### src/rtl/mrd_fifo_pkg.sv
package mrd_fifo_pkg;
  localparam int unsigned BEAT_W = 64;
  localparam int unsigned HALF_W = BEAT_W / 2;

  function automatic logic [BEAT_W-1:0] steer_beat(input logic [BEAT_W-1:0] beat,
                                                   input logic single, input logic hi);
    logic [BEAT_W-1:0] r;
    if (!single)  r = beat;
    else if (hi)  r = {{HALF_W{1'b0}}, beat[BEAT_W-1:HALF_W]};
    else          r = {{HALF_W{1'b0}}, beat[HALF_W-1:0]};
    return r;
  endfunction
endpackage

### src/rtl/mrd_fifo_store.sv
module mrd_fifo_store #(
  parameter int unsigned DEPTH = 32,
  parameter int unsigned W     = 64,
  localparam int unsigned PTR_W = $clog2(DEPTH),
  localparam int unsigned LVL_W = $clog2(DEPTH + 1)
) (
  input  logic             clk_i,
  input  logic             rst_ni,
  input  logic             wr_i,
  input  logic [W-1:0]     wr_data_i,
  input  logic             rd_i,
  output logic [W-1:0]     head_o,
  output logic [LVL_W-1:0] level_o,
  output logic [LVL_W-1:0] level_d_o,
  output logic             wr_drop_o,
  output logic             rd_drop_o,
  output logic             rd_acc_o
);
  logic [W-1:0]     mem [DEPTH];
  logic [PTR_W-1:0] wp_q, rp_q;
  logic [LVL_W-1:0] lvl_q;
  logic             full, empty, wr_acc;

  assign full      = (lvl_q == LVL_W'(DEPTH));
  assign empty     = (lvl_q == '0);
  assign wr_acc    = wr_i & ~full;
  assign rd_acc_o  = rd_i & ~empty;
  assign wr_drop_o = wr_i & full;
  assign rd_drop_o = rd_i & empty;
  assign head_o    = mem[rp_q];
  assign level_o   = lvl_q;

  always_comb begin
    level_d_o = lvl_q;
    if (wr_acc && !rd_acc_o)      level_d_o = lvl_q + 1'b1;
    else if (!wr_acc && rd_acc_o) level_d_o = lvl_q - 1'b1;
  end

  function automatic logic [PTR_W-1:0] bump(input logic [PTR_W-1:0] p);
    return (p == PTR_W'(DEPTH - 1)) ? '0 : p + 1'b1;
  endfunction

  always_ff @(posedge clk_i) begin
    if (wr_acc) mem[wp_q] <= wr_data_i;
  end

  always_ff @(posedge clk_i or negedge rst_ni) begin
    if (!rst_ni) begin
      wp_q  <= '0;
      rp_q  <= '0;
      lvl_q <= '0;
    end else begin
      if (wr_acc)   wp_q <= bump(wp_q);
      if (rd_acc_o) rp_q <= bump(rp_q);
      lvl_q <= level_d_o;
    end
  end

  AST_NO_OVERFLOW: assert property (@(posedge clk_i) disable iff (!rst_ni)
    full && wr_i && !rd_i |=> (lvl_q == LVL_W'(DEPTH)) && $stable(wp_q));
  AST_NO_UNDERFLOW: assert property (@(posedge clk_i) disable iff (!rst_ni)
    empty && rd_i |=> $stable(rp_q));
  AST_LEVEL_HOLD: assert property (@(posedge clk_i) disable iff (!rst_ni)
    wr_i && rd_i && !full && !empty |=> $stable(lvl_q));
endmodule

### src/rtl/mrd_fifo_flags.sv
module mrd_fifo_flags #(
  parameter int unsigned DEPTH      = 32,
  parameter int unsigned AEMPTY_LVL = 4,
  localparam int unsigned LVL_W = $clog2(DEPTH + 1)
) (
  input  logic             clk_i,
  input  logic             rst_ni,
  input  logic [LVL_W-1:0] level_i,
  input  logic [LVL_W-1:0] level_d_i,
  input  logic             wr_drop_i,
  input  logic             rd_drop_i,
  output logic             empty_no,
  output logic             aempty_no,
  output logic             ovf_o,
  output logic             unf_o
);
  always_ff @(posedge clk_i or negedge rst_ni) begin
    if (!rst_ni) begin
      empty_no  <= 1'b0;
      aempty_no <= 1'b0;
      ovf_o     <= 1'b0;
      unf_o     <= 1'b0;
    end else begin
      empty_no  <= (level_d_i != '0);
      aempty_no <= (level_d_i > LVL_W'(AEMPTY_LVL));
      ovf_o     <= ovf_o | wr_drop_i;
      unf_o     <= unf_o | rd_drop_i;
    end
  end

  AST_EMPTY_MATCH: assert property (@(posedge clk_i) disable iff (!rst_ni)
    empty_no == (level_i != '0));
  AST_AEMPTY_MATCH: assert property (@(posedge clk_i) disable iff (!rst_ni)
    aempty_no == (level_i > LVL_W'(AEMPTY_LVL)));
  AST_OVF_STICKY: assert property (@(posedge clk_i) disable iff (!rst_ni)
    ovf_o |=> ovf_o);
  AST_UNF_STICKY: assert property (@(posedge clk_i) disable iff (!rst_ni)
    unf_o |=> unf_o);
endmodule

### src/rtl/mrd_fifo_track.sv
module mrd_fifo_track
  import mrd_fifo_pkg::*;
#(
  parameter int unsigned CNT_W = 6
) (
  input  logic              clk_i,
  input  logic              rst_ni,
  input  logic              txn_start_i,
  input  logic [CNT_W-1:0]  txn_count_i,
  input  logic              txn_single_i,
  input  logic              txn_hi_i,
  input  logic              rd_req_i,
  input  logic              rd_acc_i,
  input  logic [BEAT_W-1:0] head_i,
  output logic [BEAT_W-1:0] rd_data_o,
  output logic              last_no
);
  logic [CNT_W-1:0] remain_q;
  logic             single_q, hi_q;

  always_ff @(posedge clk_i or negedge rst_ni) begin
    if (!rst_ni) begin
      remain_q <= '0;
      single_q <= 1'b0;
      hi_q     <= 1'b0;
    end else if (txn_start_i) begin
      remain_q <= txn_count_i;
      single_q <= txn_single_i;
      hi_q     <= txn_hi_i;
    end else if (rd_acc_i && remain_q != '0) begin
      remain_q <= remain_q - 1'b1;
    end
  end

  assign last_no   = ~(rd_req_i && remain_q == CNT_W'(1));
  assign rd_data_o = steer_beat(head_i, single_q, hi_q);

  AST_REMAIN_DEC: assert property (@(posedge clk_i) disable iff (!rst_ni)
    rd_acc_i && !txn_start_i && remain_q != '0 |=> remain_q == $past(remain_q) - 1'b1);
  AST_REMAIN_FLOOR: assert property (@(posedge clk_i) disable iff (!rst_ni)
    !txn_start_i && remain_q == '0 |=> remain_q == '0);
  AST_LAST_GATED: assert property (@(posedge clk_i) disable iff (!rst_ni)
    !last_no |-> rd_req_i);
endmodule

### src/rtl/mrd_fifo.sv
module mrd_fifo
  import mrd_fifo_pkg::*;
#(
  parameter int unsigned DEPTH      = 32,
  parameter int unsigned AEMPTY_LVL = 4,
  parameter int unsigned CNT_W      = 6,
  localparam int unsigned LVL_W = $clog2(DEPTH + 1)
) (
  input  logic              clk_i,
  input  logic              rst_ni,
  input  logic              wr_en_i,
  input  logic [BEAT_W-1:0] wr_data_i,
  input  logic              txn_start_i,
  input  logic [CNT_W-1:0]  txn_count_i,
  input  logic              txn_single_i,
  input  logic              txn_hi_i,
  input  logic              rd_en_ni,
  input  logic              fifo_sel_i,
  output logic [BEAT_W-1:0] rd_data_o,
  output logic              empty_no,
  output logic              aempty_no,
  output logic              last_no,
  output logic              ovf_o,
  output logic              unf_o
);
  logic              rd_req, rd_acc, wr_drop, rd_drop;
  logic [BEAT_W-1:0] head;
  logic [LVL_W-1:0]  level, level_d;

  assign rd_req = ~rd_en_ni & ~fifo_sel_i;

  mrd_fifo_store #(.DEPTH(DEPTH), .W(BEAT_W)) u_store (
    .clk_i, .rst_ni, .wr_i(wr_en_i), .wr_data_i, .rd_i(rd_req),
    .head_o(head), .level_o(level), .level_d_o(level_d),
    .wr_drop_o(wr_drop), .rd_drop_o(rd_drop), .rd_acc_o(rd_acc)
  );

  mrd_fifo_flags #(.DEPTH(DEPTH), .AEMPTY_LVL(AEMPTY_LVL)) u_flags (
    .clk_i, .rst_ni, .level_i(level), .level_d_i(level_d),
    .wr_drop_i(wr_drop), .rd_drop_i(rd_drop),
    .empty_no, .aempty_no, .ovf_o, .unf_o
  );

  mrd_fifo_track #(.CNT_W(CNT_W)) u_track (
    .clk_i, .rst_ni, .txn_start_i, .txn_count_i, .txn_single_i, .txn_hi_i,
    .rd_req_i(rd_req), .rd_acc_i(rd_acc), .head_i(head),
    .rd_data_o, .last_no
  );

  AST_SEL_BLOCKS: assert property (@(posedge clk_i) disable iff (!rst_ni)
    fifo_sel_i && !wr_en_i |=> $stable(empty_no) && $stable(aempty_no));
endmodule

### config.mk
export PLATFORM = sky130hd
export DESIGN_NAME = mrd_fifo
export DESIGN_NICKNAME = d
export VERILOG_FILES = /design/src/rtl/mrd_fifo_pkg.sv /design/src/rtl/mrd_fifo_store.sv /design/src/rtl/mrd_fifo_flags.sv /design/src/rtl/mrd_fifo_track.sv /design/src/rtl/mrd_fifo.sv
export SDC_FILE = /design/constraint.sdc
export NUM_CORES = 2
export LEC_CHECK = 0
export BUFFER_PORTS_ARGS = -buffer_cell sky130_fd_sc_hd__buf_4
export CAP_MARGIN = 20
export CORE_MARGIN = 1
export CORE_UTILIZATION = 57
export CTS_CLUSTER_DIAMETER = 120
export DETAILED_ROUTE_END_ITERATION = 10
export PLACE_DENSITY = 0.78
export SLEW_MARGIN = 20
export SYNTH_ARGS = -nofsm -noshare
export SYNTH_HDL_FRONTEND = slang
export SYNTH_SLANG_ARGS = --single-unit
### constraint.sdc
create_clock -name clk_i -period 9.7 [get_ports clk_i]
set_input_delay 1.94 -clock clk_i [delete_from_list [all_inputs] [get_ports clk_i]]
set_output_delay 1.94 -clock clk_i [all_outputs]
set_load 0.05 [all_outputs]
Word-level counts from Yosys, hierarchy flattened. Memories as Yosys holds them, arrays and structs flattened. Index checks and enable logic that the tools add are counted.

Bitwise logic cells: 12. Eq/ne operators: 4. $add $sub $neg: 5. Reductions and logical operators: 10. Mux-type cells: 10. Order comparisons: 1.

Operator list (number): 64-bit two-way mux (1); 32-bit two-way mux (1); 6-bit two-way mux (4); 6-bit nonzero test (2); 6-bit by 1-bit subtractor with 6-bit output, second input constant (2); 5-bit by 1-bit adder with 5-bit output, second input constant (2); 5-bit == test, second input constant (2); 5-bit two-way mux (2); 6-bit by 1-bit adder with 6-bit output, second input constant (1); 6-bit by 1-bit == test with 1-bit output, second input constant (1); 6-bit == test, second input constant (1); 6-bit by 3-bit greater-than comparator with 1-bit output, second input constant (1); 6-bit zero test (1); 1-bit bitwise AND (5); 1-bit inverter (5); 1-bit logical AND (4); 1-bit zero test (2); 1-bit two-way mux (2); 1-bit OR (2); 2-bit nonzero test (1).

Output and inout bits: 69. Memories kept: 1. Register bits: 28. RAM bits: 2048. Logic and storage cells: 53.

Memory list: u_store.mem (depth 32, bits a word 64, rd ports 1, clocked after Yosys merged registers in 0, write ports 1, RTL line mrd_fifo_store.sv:19) `logic [W-1:0] mem [DEPTH];`.

Logic depth before layout (Yosys ltp).
Depth after elaboration: 8. Gate-level depth with buffers: 11. Gate-level depth less buffers: 8.

Modules after synthesis. Synthesis repeated with hierarchy kept, for this count alone.

Cells, all modules: 3629. Area, all modules: 80114.3 µm².

By module, submodules not included: mrd_fifo_store (area an instance 78894.4 µm², times used 1, cells an instance 3496); mrd_fifo_track (area an instance 1076.0 µm², times used 1, cells an instance 121); mrd_fifo_flags (area an instance 140.1 µm², times used 1, cells an instance 11); mrd_fifo (area an instance 3.8 µm², times used 1, cells an instance 1).

Least setup slack after synthesis. No wires, ideal clock.

Path kind: input to register. Start point: input port wr_en_i. End point: memory u_store.mem[15][0], enable pin. Library setup time: 0.487 ns. Arrival time: 5.354 ns. Slack: 3.859 ns. Cell stages on the path: 3. Cells stage by stage: a21boi_1 nand2_1 nor2_1.

Longest elaborated chain between the ends: 3.

RTL lines: start: declaration (RTL line mrd_fifo.sv:11) `input logic wr_en_i,`; 1-bit bitwise AND (RTL line mrd_fifo_store.sv:26) `assign wr_acc = wr_i & ~full;`; 1-bit two-way mux (RTL line mrd_fifo_store.sv:44) `if (wr_acc) mem[wp_q] <= wr_data_i;`; 1-bit two-way mux (implied by the code) (RTL line mrd_fifo_store.sv:44); end: declaration (RTL line mrd_fifo_store.sv:19).

No other way between the ends.

Worst setup path in the final report.
Start point: register u_store.rp_q[1]. End point: output port rd_data_o[14].

Longest elaborated chain between the ends: 3.

RTL lines: start: declaration (RTL line mrd_fifo_store.sv:20) `logic [PTR_W-1:0] wp_q, rp_q;`; start signal: assignment (RTL line mrd_fifo_store.sv:54) `if (rd_acc_o) rp_q <= bump(rp_q);`; memory 32 x 64 bit (*); 32-bit two-way mux (RTL line mrd_fifo_pkg.sv:9) `else if (hi) r = {{HALF_W{1'b0}}, beat[BEAT_W-1:HALF_W]};`; 64-bit two-way mux (*) (RTL line mrd_fifo_pkg.sv:8) `if (!single) r = beat;`; end: declaration (RTL line mrd_fifo.sv:19) `output logic [BEAT_W-1:0] rd_data_o,`.

Every way passes the cells marked *; elsewhere a longest branch is shown, timed or not.

==> results.toml <==
[timing]
min_period_ns = 7.40
final.setup.tns_ns = 0
final-hold-violation-count = 0
rsz0062_at_grt = "false"
skew_ns = 0.0508
fin_ws_ns = 2.30
fin_crit_sh_pct = 76.3
fmax_ghz = 0.135
timing.final.max_slew_violations = 0
relSlewSlack_pct = 18.6
worstMarginPinSlew_ns = 1.22
setup_viol = 0

[finish]
drive_gt1_share_pct = 27.2
fin_util_pct = 64.7
nNetsFinal = 3915
syn2layout_area_growth_pct = 12.1
design_area_mm2 = 0.0893

[clock_network]
cts.path.max_buffers = 3
cts.sinks = 2076
root_buffer = "clkbuf_16"
cts_hold_buffers = 0
cts_setup_buffers = 0
cts.htree.levels = 4
cts_buffers = 196
cts_resized = 0
clock_latency_ns = 0.87
clk_pin_slew_ns = 0.06
cts_tree = "yes"

[run]
cap_violations = 0

[yosys]
ys_ff_latch = 2076
ys_top_cells_by_count = "2048 x edfxtp_1, 460 x mux4_2, 130 x mux2i_1, 101 x nor2_1, 86 x o22ai_1"
ys_types = 67
synth_top_area_share_pct = 77.2
avgSynthCellArea_um2 = 22.2
syn-instance-count = 3584
yosysMostFrequentCell = "edfxtp_1"
synthFlopType = "edfxtp_1"
yosys.area.top_type = "edfxtp_1"
syn_area_mm2 = 0.0797
synth_nets = 3675
synth_area_leaders = "edfxtp_1 77%, mux4_2 13%, mux2i_1 1.6%, dfrtp_1 0.88%, o22ai_1 0.68%"
ys_async_sr_fraction_pct = 1.35
synth-edff-count = 2048
ys_seq_area_share_pct = 78.1
ys_warn_count = 0

[power]
power.density_mw_per_mm2 = 275
p_leak_nw = 28.0
peakVddDrop_v = 0.000390

[worst_setup_path]
worstPathCellList = "buf_4 > nand3_1 > o221ai_1 > a221oi_1 > or3_1 > o21ai_1 > buf_4"
slowest_delay_ns = 1.08
crit_fanout = 58
critPathBufInv = 2
critPathKind = "flop to primary output"
crit_top_cell = "buf_4"
startpoint_type = "flop"
critPathSlowestCell = "nand3_1"
cp-end-kind = "primary output"
worstPathRequired_ns = 7.76
cp_top_family = "simple AND/OR/NAND/NOR gates"
arrival_ns = 5.46

[drt]
dr_total_vias = 40400
via_per_inst = 6.90
wl_per_cell_um = 34.5
drt_iter0_drc = 6206
firstDrtPassIters = 5
drcViolationCount = 0
drtAntennaViolNets = 0
totalWireLength_um = 202000

[grt]
grt_pass1_vias = 40800
grt_max_degree = 149
grt.overflow.total = 0
grt_usage_pct = 28.7
antenna_found_initial = 10
grt_pass1_wl_um = 286000

[place]
dp_hpwl_um = 104000
gp_congestion = 0.783
place_area_mm2 = 0.0829
place_ws_ns = 3.21
portBuffers = 146

[hold_path]
hold_path.class = "flop to flop"

[floorplan]
die_y_um = 376
start_util_pct = 57.7
die_area_mm2 = 0.141
row_count = 136
core-area_mm2 = 0.138
fp.dieW_um = 376
io_pins = 147

[status]
status = "finished, final reports clean"
-- cell type report --
class / count / area (um2)
Sequential cell: 2076 / 62200
Fill cell: 8490 / 48700
Multi-Input combinational cell: 1298 / 16500
Clock buffer: 238 / 5090
Tap cell: 1863 / 2330
Timing Repair Buffer: 241 / 1920
Clock inverter: 126 / 1270
Inverter: 11 / 43.8
Antenna cell: 5 / 12.5
-- cells in the final DEF, fill, tap and decap left out, types with 9 or more instances in the layout --
master	Yosys	layout
clkbuf_1	51	39
inv_1	9	9
o22ai_1	86	86
ha_1	13	13
nor3_1	10	10
clkinv_2	0	32
clkbuf_16	0	196
o221ai_1	19	19
nor2_4	0	32
clkinvlp_4	0	10
clkinv_1	1	46
a211oi_1	31	31
o21ai_1	36	36
mux2_2	45	45
mux4_2	460	460
a22oi_1	56	56
dfrtp_1	28	22
or3_1	21	21
o21ai_0	17	17
bufinv_16	0	17
nor2_1	101	67
nand3_1	17	17
mux2i_1	130	130
edfxtp_1	2048	2048
buf_4	32	233
a21oi_1	49	49
nand2_1	85	83
a221oi_1	50	50
-- final timing paths --
path                                    start                   to  slack, ns  depth (start not counted)
max                           u_store.rp_q[1]        rd_data_o[14]       2.30                          7
min                             u_flags.unf_o        u_flags.unf_o       0.49                          1
max reg2reg                u_store.level_o[0]  u_store.mem[25][19]       5.46                          9
min reg2reg                     u_flags.unf_o        u_flags.unf_o       0.49                          1
max in group asynchronous              rst_ni      u_store.rp_q[0]       8.31                          1
min in group asynchronous              rst_ni   u_store.level_o[5]       1.05                          1
-- cell families after synthesis --
family / Yosys count / share of synthesized area [%]
DFF: 2076 / 78.1
muxes: 635 / 15.3
AOI/OAI and AO/OA: 366 / 3.16
and+or+nand+nor: 274 / 1.59
buffers and inverters: 210 / 1.59
adders and majority gates: 13 / 0.204
xor gates and xnor gates: 10 / 0.110
-- power breakdown --
| group | leakage, nW | internal (mW) | switching (mW) |
|---|---|---|---|
| sequential | 18.8 | 10.4 | 0.267 |
| clock | 3.07 | 4.22 | 3.38 |
| combinational | 6.15 | 2.30 | 4.04 |
| total | 28.0 | 16.9 | 7.69 |
-- layer usage --
metal	up-vias	part of all wire, %	GRT usage, %	routed length (um)
met4	16	4.0	11.6	7990
met1	21100	36	39.1	73200
met2	3140	48	45.0	96700
met3	506	12	6.91	23900
met5	-	0.055	0	111
li1	15700	-	-	-
-- state kept, by name, summed over array words and instances (netlist names) --
signal / cells
u_store.wp_q: 5
u_flags.empty_no: 1
u_track.hi_q: 1
u_flags.aempty_no: 1
u_flags.ovf_o: 1
u_store.rp_q: 5
u_track.remain_q: 6
u_store.level_o: 6
u_flags.unf_o: 1
u_store.mem: 2048
u_track.single_q: 1
-- metrics by stage --
stage / cells / power [mW] / hold slack [ns]
floorplan: 3584 / 15.0 / 0.496
CTS: 5850 / 24.6 / 0.499
global placement: 5484 / 16.9 / 0.472
global route: 5855 / 25.2 / 0.508
detailed placement: 5486 / 17.0 / 0.484
finish: 5858 / 24.6 / 0.486
Power figures use the tool's default switching activity.
